**config.mk**
```make
export PLATFORM = sky130hd
export DESIGN_NAME = sc_tx_status
export DESIGN_NICKNAME = d
export VERILOG_FILES = /design/src/rtl/sctx_pkg.sv /design/src/rtl/sctx_etu_timer.sv /design/src/rtl/sctx_ctrl.sv /design/src/rtl/sctx_flags.sv /design/src/rtl/sc_tx_status.sv
export SDC_FILE = /design/constraint.sdc
export NUM_CORES = 1
export LEC_CHECK = 0
export CORE_ASPECT_RATIO = 0.9
export CORE_UTILIZATION = 40
export DETAILED_ROUTE_END_ITERATION = 12
export PLACE_DENSITY_LB_ADDON = 0.15
export SLEW_MARGIN = 40
export SYNTH_ARGS = -nofsm -noshare
export SYNTH_HDL_FRONTEND = slang
export SYNTH_HIERARCHICAL = 1
export SYNTH_SLANG_ARGS = --single-unit
```
**constraint.sdc**
```tcl
create_clock -name clk -period 2.02 [get_ports clk]
set_clock_uncertainty 0.1 [all_clocks]
set_input_delay 0.404 -clock clk [delete_from_list [all_inputs] [get_ports clk]]
set_output_delay 0.404 -clock clk [all_outputs]
set_load 0.005 [all_outputs]
```
**src/rtl/sctx_pkg.sv**
```systemverilog
package sctx_pkg;
  localparam int STAT_W   = 8;
  localparam int BIT_TDRE = 7;
  localparam int BIT_ERS  = 4;
  localparam int BIT_TEND = 2;
  localparam int NUM_FLAGS = 3;
  localparam int IDX_TDRE = 0;
  localparam int IDX_ERS  = 1;
  localparam int IDX_TEND = 2;

  typedef struct packed {
    logic setTdre;
    logic clrTdre;
    logic setErs;
    logic clrErs;
    logic setTend;
    logic clrTend;
    logic restore;
  } flagStrobe_t;
endpackage

```
**src/rtl/sctx_etu_timer.sv**
```systemverilog
module sctx_etu_timer #(
  parameter int CNT_W = 3,
  parameter int GM0_HALVES = 5,
  parameter int GM1_HALVES = 2
) (
  input  logic clk,
  input  logic rstN,
  input  logic flush,
  input  logic start,
  input  logic gmMode,
  input  logic halfTick,
  output logic expire
);
  localparam logic [CNT_W-1:0] TGT_GM0 = CNT_W'(GM0_HALVES);
  localparam logic [CNT_W-1:0] TGT_GM1 = CNT_W'(GM1_HALVES);
  localparam logic [CNT_W-1:0] ONE     = CNT_W'(1);

  logic             running;
  logic [CNT_W-1:0] cnt;
  logic [CNT_W-1:0] target;
  logic             lastTick;

  assign lastTick = running && halfTick && ((cnt + ONE) == target);
  assign expire   = lastTick && !start;

  always_ff @(posedge clk or negedge rstN) begin
    if (!rstN) begin
      running <= 1'b0;
      cnt     <= '0;
      target  <= '0;
    end else if (flush) begin
      running <= 1'b0;
      cnt     <= '0;
      target  <= '0;
    end else if (start) begin
      running <= 1'b1;
      cnt     <= '0;
      target  <= gmMode ? TGT_GM1 : TGT_GM0;
    end else if (running && halfTick) begin
      if (lastTick) begin
        running <= 1'b0;
        cnt     <= '0;
      end else begin
        cnt <= cnt + ONE;
      end
    end
  end
endmodule

```
**src/rtl/sctx_ctrl.sv**
```systemverilog
module sctx_ctrl
  import sctx_pkg::*;
#(
  parameter int CNT_W = 3,
  parameter int GM0_HALVES = 5,
  parameter int GM1_HALVES = 2
) (
  input  logic              clk,
  input  logic              rstN,
  input  logic              lowPowerStop,
  input  logic              halfEtuTick,
  input  logic              charDone,
  input  logic              errWindow,
  input  logic              guardLine,
  input  logic              txEnable,
  input  logic              gmMode,
  input  logic              txLoad,
  input  logic              tdrWrite,
  input  logic              dmaTdrWrite,
  input  logic              regRd,
  input  logic              regWr,
  input  logic [STAT_W-1:0] wrData,
  input  logic              curTdre,
  input  logic              curErs,
  output flagStrobe_t       strobe
);
  logic seenTdre;
  logic seenErs;
  logic tdreWrClr;
  logic ersWrClr;
  logic delayDone;

  sctx_etu_timer #(
    .CNT_W(CNT_W), .GM0_HALVES(GM0_HALVES), .GM1_HALVES(GM1_HALVES)
  ) uTimer (
    .clk(clk), .rstN(rstN), .flush(lowPowerStop), .start(charDone),
    .gmMode(gmMode), .halfTick(halfEtuTick), .expire(delayDone)
  );

  // Read-as-one latches: a read arms them, any status write disarms them.
  always_ff @(posedge clk or negedge rstN) begin
    if (!rstN) begin
      seenTdre <= 1'b0;
      seenErs  <= 1'b0;
    end else if (lowPowerStop || regWr) begin
      seenTdre <= 1'b0;
      seenErs  <= 1'b0;
    end else if (regRd) begin
      seenTdre <= seenTdre | curTdre;
      seenErs  <= seenErs  | curErs;
    end
  end

  assign tdreWrClr = regWr && seenTdre && !wrData[BIT_TDRE];
  assign ersWrClr  = regWr && seenErs  && !wrData[BIT_ERS];

  always_comb begin
    strobe         = '0;
    strobe.restore = lowPowerStop;
    strobe.setTdre = txLoad;
    strobe.clrTdre = tdrWrite || dmaTdrWrite || tdreWrClr;
    strobe.setErs  = errWindow && !guardLine;
    strobe.clrErs  = ersWrClr;
    strobe.setTend = !curErs && ((!txEnable) || (delayDone && curTdre));
    strobe.clrTend = tdreWrClr || dmaTdrWrite;
  end
endmodule

```
**src/rtl/sctx_flags.sv**
```systemverilog
module sctx_flags
  import sctx_pkg::*;
(
  input  logic        clk,
  input  logic        rstN,
  input  flagStrobe_t strobe,
  output logic        tdre,
  output logic        ers,
  output logic        tend
);
  localparam logic [NUM_FLAGS-1:0] RESET_VAL = NUM_FLAGS'(3'b101);

  logic [NUM_FLAGS-1:0] setVec;
  logic [NUM_FLAGS-1:0] clrVec;
  logic [NUM_FLAGS-1:0] flagQ;

  always_comb begin
    setVec = '0;
    clrVec = '0;
    setVec[IDX_TDRE] = strobe.setTdre;
    clrVec[IDX_TDRE] = strobe.clrTdre;
    setVec[IDX_ERS]  = strobe.setErs;
    clrVec[IDX_ERS]  = strobe.clrErs;
    setVec[IDX_TEND] = strobe.setTend;
    clrVec[IDX_TEND] = strobe.clrTend;
  end

  for (genvar i = 0; i < NUM_FLAGS; i++) begin : gFlag
    always_ff @(posedge clk or negedge rstN) begin
      if (!rstN)              flagQ[i] <= RESET_VAL[i];
      else if (strobe.restore) flagQ[i] <= RESET_VAL[i];
      else if (setVec[i])     flagQ[i] <= 1'b1;
      else if (clrVec[i])     flagQ[i] <= 1'b0;
    end
  end

  assign tdre = flagQ[IDX_TDRE];
  assign ers  = flagQ[IDX_ERS];
  assign tend = flagQ[IDX_TEND];
endmodule

```
**src/rtl/sc_tx_status.sv**
```systemverilog
module sc_tx_status
  import sctx_pkg::*;
#(
  parameter int CNT_W = 3,
  parameter int GM0_HALVES = 5,
  parameter int GM1_HALVES = 2
) (
  input  logic              clk,
  input  logic              rstN,
  input  logic              lowPowerStop,
  input  logic              halfEtuTick,
  input  logic              charDone,
  input  logic              errWindow,
  input  logic              guardLine,
  input  logic              txEnable,
  input  logic              gmMode,
  input  logic              txLoad,
  input  logic              tdrWrite,
  input  logic              dmaTdrWrite,
  input  logic              regRd,
  input  logic              regWr,
  input  logic [STAT_W-1:0] wrData,
  output logic [STAT_W-1:0] rdData,
  output logic              tdreFlag,
  output logic              ersFlag,
  output logic              tendFlag
);
  flagStrobe_t strobe;

  sctx_ctrl #(
    .CNT_W(CNT_W), .GM0_HALVES(GM0_HALVES), .GM1_HALVES(GM1_HALVES)
  ) uCtrl (
    .clk(clk), .rstN(rstN), .lowPowerStop(lowPowerStop),
    .halfEtuTick(halfEtuTick), .charDone(charDone), .errWindow(errWindow),
    .guardLine(guardLine), .txEnable(txEnable), .gmMode(gmMode),
    .txLoad(txLoad), .tdrWrite(tdrWrite), .dmaTdrWrite(dmaTdrWrite),
    .regRd(regRd), .regWr(regWr), .wrData(wrData),
    .curTdre(tdreFlag), .curErs(ersFlag), .strobe(strobe)
  );

  sctx_flags uFlags (
    .clk(clk), .rstN(rstN), .strobe(strobe),
    .tdre(tdreFlag), .ers(ersFlag), .tend(tendFlag)
  );

  always_comb begin
    rdData           = '0;
    rdData[BIT_TDRE] = tdreFlag;
    rdData[BIT_ERS]  = ersFlag;
    rdData[BIT_TEND] = tendFlag;
  end
endmodule

```
* Word level (Yosys, flattened, before mapping)
Index checks and enable logic that the tools add are counted.
** Word-level totals
- Register bits :: 12
- Input bits :: 22
- Output and inout bits :: 11
** Cells by class
- Add/sub/neg operators :: 1
- Equal/unequal tests :: 1
- Multiplexer cells :: 24
- Bitwise gates (word level) :: 2
- Reductions and logical operators :: 29
** Operators with widths (number)
- 3-bit two-way mux :: 7
- 1-bit two-way mux :: 17
- 3-bit nonzero test :: 5
- 1-bit logical AND :: 10
- 1-bit zero test :: 6
- 1-bit logical OR :: 5
- 2-bit nonzero test :: 2
- 3-bit by 1-bit adder with 3-bit output (second input constant) :: 1
- 3-bit == test :: 1
- 1-bit OR :: 2
- 2-bit AND reduction :: 1

* Longest topological paths before layout
Gate-level depths: netlist (run 1).
- Depth in word-level cells :: 9
- Depth in mapped cells :: 8

* Cells and area by module
The synthesis (run 1) kept the hierarchy.
** By module, submodules not included
- sctx_etu_timer :: instances 1, cells an instance 36, area each 389.1 µm²
- sctx_ctrl :: instances 1, cells an instance 18, area each 135.1 µm²
- sctx_flags :: instances 1, cells an instance 12, area each 121.4 µm²
- sc_tx_status :: instances 1, cells an instance 9, area each 63.8 µm²

* Worst setup path after synthesis (run 1)
OpenSTA, ideal clock, no wires.
- Kind :: reg-to-reg
- Start point :: reg uCtrl.uTimer.cnt[0]
- End point :: reg uFlags.flagQ[2] (netlist: uFlags/tend)
- Setup time :: 79 ps
- Arrival :: 1600 ps
- Required time :: 1841 ps
- Setup slack :: 242 ps
- Stages on the path, launching flop included :: 9
- Path buffers :: 0
- Cells stage by stage :: dfrtp_1 ha_1 xor2_2 mux2i_1 nor4b_2 nand2_1 a21oi_1 nor2_1 o21ai_0
** RTL lines
- start, declared :: RTL line sctx_etu_timer.sv:19 : logic [CNT_W-1:0] cnt;
- start signal, assigned :: RTL line sctx_etu_timer.sv:44 : cnt <= cnt + ONE;
- end signal, assigned by index :: RTL line sctx_flags.sv:30 : if (!rstN) flagQ[i] <= RESET_VAL[i];
- end signal, assigned by index :: RTL line sctx_flags.sv:31 : else if (strobe.restore) flagQ[i] <= RESET_VAL[i];
- end, declared :: RTL line sctx_flags.sv:15 : logic [NUM_FLAGS-1:0] flagQ;

==> summary.md, run 1 <==
| Metric | Value |
|---|---|
| Cells after synthesis | between 70 and 80 |
| Starting DRT DRC Count | 18 |
| Reg2Reg Setup Slack | roughly 0.18 ns |
| Max cap viols | 0 |
| Top FF cell, synth | dfrtp_1 |
| DPL Wire Length | 1030 um |
| Hold Buf Count CTS | 0 |
| Pre-Repair DR Iteration Count | 4 |
| Fillers | roughly 170 |
| Final setup fails | 0 |
| Adder-Cell Fraction of Synth Area | ~1.8% |
| Critical path type | reg2reg |
| Status | completed |
| All-Layer GR Usage | between 10% and 20% |
| Fin Setup TNS | 0 ns |
| Filler-free cell count of the finished design | 121 |
| Max Clk Rate | approximately 540 MHz |
| Bufs on Longest Clock Path | 2 |
| Count leader, synth | buf_4 |
| Compound-Gate Fraction of Synth Area | between 10% and 20% |
| CP Max Fanout | 4 |
| CTS tree | yes |
| Drt drc | 0 |
| Fin nets | 121 |
| P_leak | 0.416 nW |
| Antenna diodes | 0 |
| Synth area leader | dfrtp_1 |
| Tmin final | 1.84 ns |
| Inst Count DP | ~120 |
| Vias per cell | between 4 and 5 |
| Row cnt | 14 |
| Vias in the first global route | ~540 |
| Worst skew pair latency | roughly 0.27 ns |
| Ys async rst share | 100% |
| Max-slew violation count | 0 |
| RSZ-0062 raised after global routing | no |
| Critical Path AT | about 1.9 ns |
| Hold Crit Class | in2async |
| CP endpoint kind | flop |
| Root Driver | clkbuf_4 |
| Layout cells sized above 1 | 20.6% |
| Starting Density | 42.6% |
| Reg2reg end | uFlags/tend |
| Avg WL per Cell | 10.8 um |
| Worst r2r src | uCtrl/uTimer/cnt[0] |
| Cell Area, Placed | between 800 and 900 sq um |
| Post-synth EDFFs | 0 |
| Post-synthesis mux area share | under 10% |
| #FFs+latches synth | 11 |
| DIE HEIGHT | between 40 and 50 um |
| Commonest cells post-synth | buf_4, dfrtp_1, nor2_1 |
| Core ar. | about 0.0017 sq mm |
| Post-synth cell types | 30 |
| Clock-pin slew on the worst setup and hold paths | about 0.080 ns |
| DRT Wirelength | 1300 um |
| Top cell type's share of synthesized area | a little under a third |
| Avg Cell Area, Syn | 9.46 sq um |
| Routed Antenna Nets | 0 |
| First-pass GRT wire length | ~2400 um |
| Global placer's final weighted congestion | 0.809 |
| Area delta synth->final | 33.7% |
| IO Count | 33 |
| Critical Path Start Type | flop |
| Vias | about 570 |
| Pwr per Cell Area | between 500 and 600 mW/mm^2 |
| Final hold viol count | 0 |
| CTS Buf Count | 3 |
| Final std cell area, no fill | approximately 950 sq um |
| Fin crit share | between 90% and 100% |
| Yosys warnings | 6 |
| Die ar. | 0.00195 sq mm |
| XOR/XNOR Fraction of Synth Area | under 10% |
| Clk sinks | 11 |
| Largest family of logic cells by synthesized area | simple AND/OR/NAND/NOR gates |
| Req. time, crit path | roughly 2.1 ns |
| Chip width | 46.4 um |
| H-tree levels | 1 |
| Initial antenna violation count | 0 |
| Synth area leaders | dfrtp_1, buf_4, dfstp_2 |
| Largest net degree at the start of global routing | 12 |
| Post-synthesis simple-gate area fraction | between 20% and 30% |
| Seq/Total Area, Yosys | about two fifths |
| Congestion Overflow GR | 0 |
| Mapped Area | just over 700 sq um |
| Port Buffers | 21 |
| Max VDD drop | 422 uV |
| Reg2reg path depth | 8 |
[registers in the layout, summed over array words and instances, names as in the netlist]
signal	count
uCtrl/uTimer/cnt	3
uCtrl/uTimer/target	2
uCtrl/seenErs	1
uCtrl/seenTdre	1
uCtrl/uTimer/running	1
uFlags/ers	1
uFlags/tdre	1
uFlags/tend	1
[per-stage QoR]
step | hold slack (ns) | utilization, % | total power [mW] | setup slack (ns)
5_1_grt | 0.397 | 57.0 | 0.521 | 0.00603
4_1_cts | 0.368 | 55.7 | 0.498 | 0.0872
3_3_place_gp | 0.372 | 54.1 | 0.343 | 0.100
3_5_place_dp | 0.387 | 54.1 | 0.344 | 0.110
2_1_floorplan | 0.00841 | - | 0.295 | 0.242
6_report | 0.353 | 57.0 | 0.493 | 0.180
[power breakdown]
part	switching (mW)	internal (mW)
clock	0.0784	0.0733
combinational	0.0416	0.0577
sequential	0.0103	0.232
total	0.130	0.363
[metal layers]
layer  routed length, um  track usage, %
met4                  10            5.29
met5                   0               0
met3                  55            6.52
met2                 566            21.4
met1                 669            26.3
[layout make-up]
cell class / count / area (sq um) / share of cell area, %
Multi-Input combinational cell: 53 / 354 / 37.3
Sequential cell: 11 / 278 / 29.3
Timing Repair Buffer: 26 / 248 / 26.1
Tap cell: 24 / 30.0 / 3.17
Clock buffer: 3 / 22.5 / 2.37
Inverter: 3 / 11.3 / 1.19
Clock inverter: 1 / 5.00 / 0.528
[cell families after synthesis]
kind of cell,count (synthesis)
xor+xnor,3
fa+ha+maj,1
buf+inv,15
compound gates,15
simple gates,27
mux,2
flops,11
other cells,1
[timing repair]
action | in CTS | in global routing
setup buffers | 0 | 2
resized for setup | 0 | 2
setup endpoints to repair | 0 | 1
[placed cells by master (no fill, tap or decap), types with 5 or more instances in the layout]
cell type         n
nor2_1            8
buf_4             5
conb_1            5
clkdlybuf4s50_1  21
nand2_1           6
dfrtp_1           9
[critical path, stage by stage (launching register included)]
cell and delay (ns):
dfrtp_1 0.42, ha_2 0.24, xor2_2 0.19, mux2i_2 0.25
nor4b_2 0.22, nand2_1 0.08, a21oi_1 0.14, nor2_1 0.05
o21ai_0 0.07
[worst max path at each step]
stage | endpoint | from | depth (start not counted) | slack, ns
finish | uFlags/tend | uCtrl/uTimer/cnt[0] | 8 | 0.18
global route | uFlags/tend | uCtrl/uTimer/cnt[0] | 8 | 0.006
detailed placement | uFlags/tend | uCtrl/uTimer/cnt[0] | 8 | 0.11
CTS | uFlags/tend | uCtrl/uTimer/cnt[0] | 8 | 0.09
floorplan | uFlags/tend | uCtrl/uTimer/cnt[0] | 8 | 0.24
global placement | uFlags/tend | uCtrl/uTimer/cnt[0] | 8 | 0.10
Power figures use the tool's default switching activity.
==> inputs of run 2 (changes only) <==
--- a/config.mk
+++ b/config.mk
@@ -8,7 +8,7 @@
 export CORE_ASPECT_RATIO = 0.9
 export CORE_UTILIZATION = 40
 export DETAILED_ROUTE_END_ITERATION = 12
-export PLACE_DENSITY_LB_ADDON = 0.15
+export PLACE_DENSITY = 0.77
 export SLEW_MARGIN = 40
 export SYNTH_ARGS = -nofsm -noshare
 export SYNTH_HDL_FRONTEND = slang
==> run 2 against run 1 <==
Utilization did not move. Cell count fell by 0.83%. Maximum frequency fell by 0.65%. Largest cell class unchanged. Sequential share of layout area did not move. Highest routed layer is now met3. Wire length rose by 1.5%. Sequential cell count did not move. Via count fell by 0.70%.
==> summary.md, run 2 (synthesized netlist as in run 1, its figures left out) <==
| Metric | Value |
|---|---|
| Status | completed |
| Vias per cell | 4.71 (+0.12%) |
| Hold_ws | 0.365 ns (+0.0121 ns) |
| Fin Setup TNS | 0 ns (unchanged) |
| Global placer's final weighted congestion | 0.738 (-8.7%) |
| Final worst slack | 0.168 ns (-0.0120 ns) |
| Tot Pwr | 491 uW (-0.42%) |
| CP peak stage delay | 0.40 ns (-0.02 ns) |
| Cell Area, Placed | 900 sq um (unchanged) |
| Req. time, crit path | 2.11 ns (about the same) |
| Area delta synth->final | 33.7% (unchanged) |
| Sw frac | 25.5% (-0.89 points) |
| Max Clk Rate | 540 MHz (-0.65%) |
| Hold Buf Count CTS | 0 (unchanged) |
| Congestion Overflow GR | 0 (unchanged) |
| Root Driver | clkbuf_4 |
| CP endpoint kind | flop |
| Largest reg by FF count | uCtrl/uTimer/cnt |
| Clk pwr share | 30.3% (-0.5 points) |
| Setup WS pre-CTS | 0.111 ns (+0.00115 ns) |
| All-Layer GR Usage | 15.8% (-1.2 points) |
| Max cap viols | 0 (unchanged) |
| Slowest-stage cell, CP | dfrtp_1 |
| Die ar. | 0.00195 sq mm (unchanged) |
| Pwr per Cell Area | 518 mW/mm^2 (-0.42%) |
| Vias | 565 (-0.70%) |
| Leading cell type in the layout, fill and taps excluded | clkdlybuf4s50_1 |
| Port Buffers | 21 (unchanged) |
| Pre-Repair DR Iteration Count | 4 (unchanged) |
| H-tree levels | 1 (unchanged) |
| Worst skew pair latency | 0.26 ns (about the same) |
| IO Count | 33 (unchanged) |
| Max FFs per register | 3 (unchanged) |
| Tmin final | 1.85 ns (+0.0120 ns) |
| Filler-free cell count of the finished design | 120 (-0.83%) |
| Largest net degree at the start of global routing | 12 (unchanged) |
| Initial antenna violation count | 0 (unchanged) |
| Critical Path Start Type | flop |
| Fillers | 149 (-10%) |
| Starting DRT DRC Count | 18 (unchanged) |
| RSZ-0062 raised after global routing | no |
| Most frequent cells in the layout | clkdlybuf4s50_1, dfrtp_1, nor2_1 |
| Clock-pin slew on the worst setup and hold paths | 0.07 ns (about the same) |
| DRT Wirelength | 1320 um (+1.5%) |
| DIE HEIGHT | 42.0 um (unchanged) |
| Final std cell area, no fill | 948 sq um (unchanged) |
| P_leak | 0.410 nW (-1.5%) |
| Vias in the first global route | 530 (-1.5%) |
| Max-slew violation count | 0 (unchanged) |
| Chip width | 46.4 um (unchanged) |
| DPL Wire Length | 1020 um (-0.96%) |
| Starting Density | 42.6% (unchanged) |
| Bufs on Longest Clock Path | 2 (unchanged) |
| First-pass GRT wire length | 2200 um (-6.7%) |
| Fin nets | 120 (-0.83%) |
| Fin crit share | 91.7% (+0.60 points) |
| Cell Int Power | 366 uW (+0.78%) |
| Switching pwr | 125 uW (-3.8%) |
| Routed Antenna Nets | 0 (unchanged) |
| Sequential power share | 49.4% (+0.3 points) |
| Inst Count DP | 115 (unchanged) |
| Antenna diodes | 0 (unchanged) |
| Crit-path cells | ha_2 > xor2_2 > mux2i_2 > nor4b_4 > nand2_1 > a21oi_1 > nor2_1 > o21ai_0 |
| Combinational share of power | 20.3% (+0.2 points) |
| Final core occ | 57.0% (unchanged) |
| Max VDD drop | 379 uV (-10%) |
| Critical Path AT | 1.94 ns (about the same) |
| Drt drc | 0 (unchanged) |
| CTS Buf Count | 3 (unchanged) |
| CTS tree | yes |
| Core ar. | 0.00166 sq mm (unchanged) |
| Clk sinks | 11 (unchanged) |
| Critical path type | reg2reg |
| Final hold viol count | 0 (unchanged) |
| Layout cells sized above 1 | 18.8% (-1.9 points) |
| Avg WL per Cell | 11.0 um (+2.3%) |
| Hold Crit Class | in2async |
| CP Max Fanout | 4 (unchanged) |
| Row cnt | 14 (unchanged) |
| Regs by FF count | uCtrl/uTimer/cnt (3), uCtrl/uTimer/target (2) |
| Final setup fails | 0 (unchanged) |
[run 2: cell types whose count changed in the layout (fill, tap and decap cells not counted)]
cell	previous run	this run
clkinv_2	1	0
nor4b_4	0	1
buf_4	5	4
nor4b_2	1	0
clkbuf_1	0	1
[run 2: power groups by stage]
stage	Combinational [mW]	Sequential [mW]	Clock, mW
after floorplan	0.0513	0.244	0
after global placement	0.0964	0.246	0
after detailed placement	0.0973	0.246	0
after CTS	0.0978	0.242	0.157
after global routing	0.110	0.244	0.171
final	0.0997	0.242	0.149
[run 2: worst max-delay path, delay by kind of cell, from the launching register on]
kind	cells	cell delay, ns
xor gates and xnor gates	1	0.19
and+or+nand+nor	3	0.35
muxes	1	0.28
AOI/OAI and AO/OA	2	0.21
DFF	1	0.40
adders and majority gates	1	0.23
[run 2: layer usage]
metal | global-route usage (%) | vias to the layer above | routed length (um)
met3 | 3.91 | 0 | 37
met1 | 22.2 | 266 | 589
met4 | 5.29 | 0 | 0
met2 | 23.3 | 14 | 694
met5 | 0 | - | 0
li1 | - | 285 | -
[run 2: cell type report]
type	count	area [sq um]	area share, %
multi-input cells	53	363	38.3
flip-flops and latches	11	278	29.3
repair buffers	25	240	25.3
well taps	24	30.0	3.17
clock buffers	4	26.3	2.77
inverters	3	11.3	1.19
[run 2: path summary, 6_finish.rpt]
path / startpoint / end / slack [ns] / cells past startpoint
setup / recovery: uCtrl/uTimer/cnt[0] / uFlags/tend / 0.17 / 8
hold / removal: rstN / uCtrl/uTimer/cnt[2] / 0.37 / 1
setup reg to reg: uCtrl/uTimer/cnt[0] / uFlags/tend / 0.17 / 8
hold reg to reg: uFlags/tend / uFlags/tend / 0.39 / 2
max in group asynchronous: rstN / uFlags/tend / 1.11 / 1
min in group clk: uFlags/tend / uFlags/tend / 0.39 / 2
[run 2: repair_timing]
action	CTS	global route
endpoints found under the setup margin	0	1
setup buffers	0	1
gates resized for setup	0	3
==> inputs of run 3 (changes only) <==
--- a/config.mk
+++ b/config.mk
@@ -5,6 +5,8 @@
 export SDC_FILE = /design/constraint.sdc
 export NUM_CORES = 1
 export LEC_CHECK = 0
+export ABC_AREA = 1
+export CAP_MARGIN = 30
 export CORE_ASPECT_RATIO = 0.9
 export CORE_UTILIZATION = 40
 export DETAILED_ROUTE_END_ITERATION = 12
==> run 3 against run 2 <==
Non-clock buffer count down 3. Sequential power about the same. Setup slack worse by 0.0016 ns. Utilization down 1.8 points. Via count up 8.5%. Synthesized area up 1.8%. Clock-buffer cell count unchanged. Sequential cell count unchanged. Wire length down 3.9%. Critical path depth down 7. Critical path type is now reg2out.
==> summary.md, run 3 <==
| Metric | Value |
|---|---|
| Buf/Inv on CP | 1 (+1) |
| Yosys warnings | 6 (unchanged) |
| Chip width | 46.8 um (+0.84%) |
| Antenna diodes | 0 (unchanged) |
| Max_slew headroom | about two thirds |
| Combinational share of power | 19.5% (-0.8 points) |
| Max FFs per register | 3 (unchanged) |
| All-Layer GR Usage | 16.6% (+0.82 points) |
| RSZ-0062 raised after global routing | no |
| P_leak | 0.480 nW (+17%) |
| Hold Crit Class | in2async |
| Fin nets | 146 (+22%) |
| Drt drc | 0 (unchanged) |
| Vias | 613 (+8.5%) |
| Core ar. | 0.00168 sq mm (+1.1%) |
| Global placer's final weighted congestion | 0.807 (+9.3%) |
| Req. time, crit path | 1.52 ns (-0.59 ns) |
| #FFs+latches synth | 11 (unchanged) |
| Synth area leader | dfrtp_1 |
| Row cnt | 14 (unchanged) |
| Avg WL per Cell | 8.70 um (-21%) |
| Final hold viol count | 0 (unchanged) |
| Post_cts resized | 0 (unchanged) |
| Slowest-stage cell, CP | dfstp_2 |
| Largest net degree at the start of global routing | 12 (unchanged) |
| Root Driver | clkbuf_4 |
| Max cap viols | 0 (unchanged) |
| Congestion Overflow GR | 0 (unchanged) |
| Count leader, synth | nand2_1 |
| Vias per cell | 4.20 (-11%) |
| Clk pwr share | 30.2% (about the same) |
| Cell Int Power | 362 uW (-0.98%) |
| H-tree levels | 1 (unchanged) |
| Area delta synth->final | 28.6% |
| Sw frac | 24.8% (-0.78 points) |
| DRT Wirelength | 1270 um (-3.9%) |
| Max VDD drop | 353 uV (-6.9%) |
| Top cell type's share of synthesized area | 31.2% (-0.55 points) |
| Pwr per Cell Area | 518 mW/mm^2 (+0.11%) |
| Switching pwr | 119 uW (-5.0%) |
| Setup repair bufs after CTS | 0 (unchanged) |
| Seq/Total Area, Yosys | 38.5% (-0.68 points) |
| CP peak stage delay | 0.58 ns (+0.18 ns) |
| Starting DRT DRC Count | 4 (-14) |
| Final setup fails | 0 (unchanged) |
| Post-synth EDFFs | 0 (unchanged) |
| Most frequent cells in the layout | nand2_1, clkdlybuf4s50_1, inv_1 |
| Critical Path Start Type | flop |
| Avg Cell Area, Syn | 7.01 sq um (-26%) |
| CP endpoint kind | primary output |
| Crit-path cells | clkdlybuf4s50_1 |
| CTS tree | yes |
| IO Count | 33 (unchanged) |
| Bufs on Longest Clock Path | 2 (unchanged) |
| Critical path type | reg2out |
| DIE HEIGHT | 42.3 um (+0.85%) |
| Starting Density | 42.9% (+0.30 points) |
| Vias in the first global route | 584 (+10%) |
| Commonest cells post-synth | nand2_1, inv_1, buf_4, nor2_1, dfrtp_1 |
| Largest reg by FF count | uCtrl/uTimer/cnt |
| Top FF cell, synth | dfrtp_1 |
| First-pass GRT wire length | 2300 um (+4.4%) |
| Fin Setup TNS | 0 ns (unchanged) |
| Tot Pwr | 481 uW (-2.0%) |
| Hold Buf Count CTS | 0 (unchanged) |
| Layout cells sized above 1 | 13.9% (-4.8 points) |
| Mapped Area | 722 sq um (+1.8%) |
| Clk sinks | 11 (unchanged) |
| Pre-Repair DR Iteration Count | 4 (unchanged) |
| CP delay by family, top | flip-flops |
| Max-slew violation count | 0 (unchanged) |
| Ys async rst share | 100% (unchanged) |
| CP Max Fanout | 5 (+1) |
| Die ar. | 0.00198 sq mm (+1.7%) |
| Regs by FF count | uCtrl/uTimer/cnt (3), uCtrl/uTimer/target (2) |
| Port Buffers | 21 (unchanged) |
| Max Clk Rate | 540 MHz (about the same) |
| Routed Antenna Nets | 0 (unchanged) |
| Initial antenna violation count | 0 (unchanged) |
| CTS Buf Count | 3 (unchanged) |
| Fin crit share | 91.8% (about the same) |
| Slew @ Worst Pin | approximately 0.50 ns |
| DPL Wire Length | 1060 um (+3.9%) |
| Synth area leaders | dfrtp_1, nand2_1, buf_4 |
| Status | completed |
| Tmin final | 1.85 ns (+0.00156 ns) |
| Worst skew pair latency | 0.26 ns (about the same) |
| Clock-pin slew on the worst setup and hold paths | 0.07 ns (about the same) |
| Post-synth cell types | 21 (-30%) |
| Reg2Reg Setup Slack | 0.32 ns (+0.15 ns) |
| Leading cell type in the layout, fill and taps excluded | nand2_1 |
| Sequential power share | 50.2% (+0.8 points) |
| Critical Path AT | 1.35 ns (-0.59 ns) |
| Cells after synthesis | 103 (+37%) |
run 3: cells by family (layout without fill, tap and decap cells):
group	after synthesis	after routing	synth area share, %
buffers and inverters	30	45	21.5
AOI/OAI and AO/OA	6	6	5.20
DFF	11	11	38.5
adders and majority gates	1	1	1.73
other	1	5	0.519
and+or+nand+nor	54	54	32.6
run 3: power groups by stage:
stage                     Sequential, mW  Clock (mW)  Combinational [mW]
final                              0.242       0.145              0.0940
after CTS                          0.242       0.152              0.0952
after floorplan                    0.244           0              0.0515
after detailed placement           0.245           0              0.0947
after global routing               0.244       0.162               0.105
after global placement             0.245           0              0.0926
run 3: final cells by class:
class                      instances  area (sq um)
inverter                          19          72.6
clock buffer                       4          26.3
timing repair buffer              22           218
sequential                        11           278
fill                             172           753
tap                               24          30.0
multi-input combinational         66           304
run 3: through the flow:
stage / setup slack [ns] / utilization, % / cell area (sq um) / hold slack [ns] / cells
after floorplan: 0.491 / - / 737 / 0.00841 / 107
after global placement: 0.220 / 53.6 / 902 / 0.358 / 142
after detailed placement: 0.189 / 53.6 / 902 / 0.367 / 142
after CTS: 0.162 / 55.2 / 928 / 0.376 / 146
after global routing: 0.133 / 55.2 / 928 / 0.404 / 146
final: 0.166 / 55.2 / 928 / 0.376 / 146
run 3: path summary, 6_finish.rpt:
check | startpoint | to | cells after the start
min in group clk | uFlags/tend | uFlags/tend | 2
worst min-delay path | rstN | uFlags/ers | 1
worst max-delay path | uFlags/tdre | tdreFlag | 1
worst max register to register | uCtrl/uTimer/cnt[0] | uFlags/tend | 10
worst min register to register | uFlags/tend | uFlags/tend | 2
max in group asynchronous | rstN | uFlags/tend | 1
run 3: routing by layer:
layer / up-vias / routed length (um) / GRT usage [%]
met1: 264 / 564 / 19.5
li1: 325 / - / -
met2: 22 / 598 / 25.8
met5: - / 0 / 0
met4: 0 / 10 / 8.57
met3: 2 / 97 / 6.03
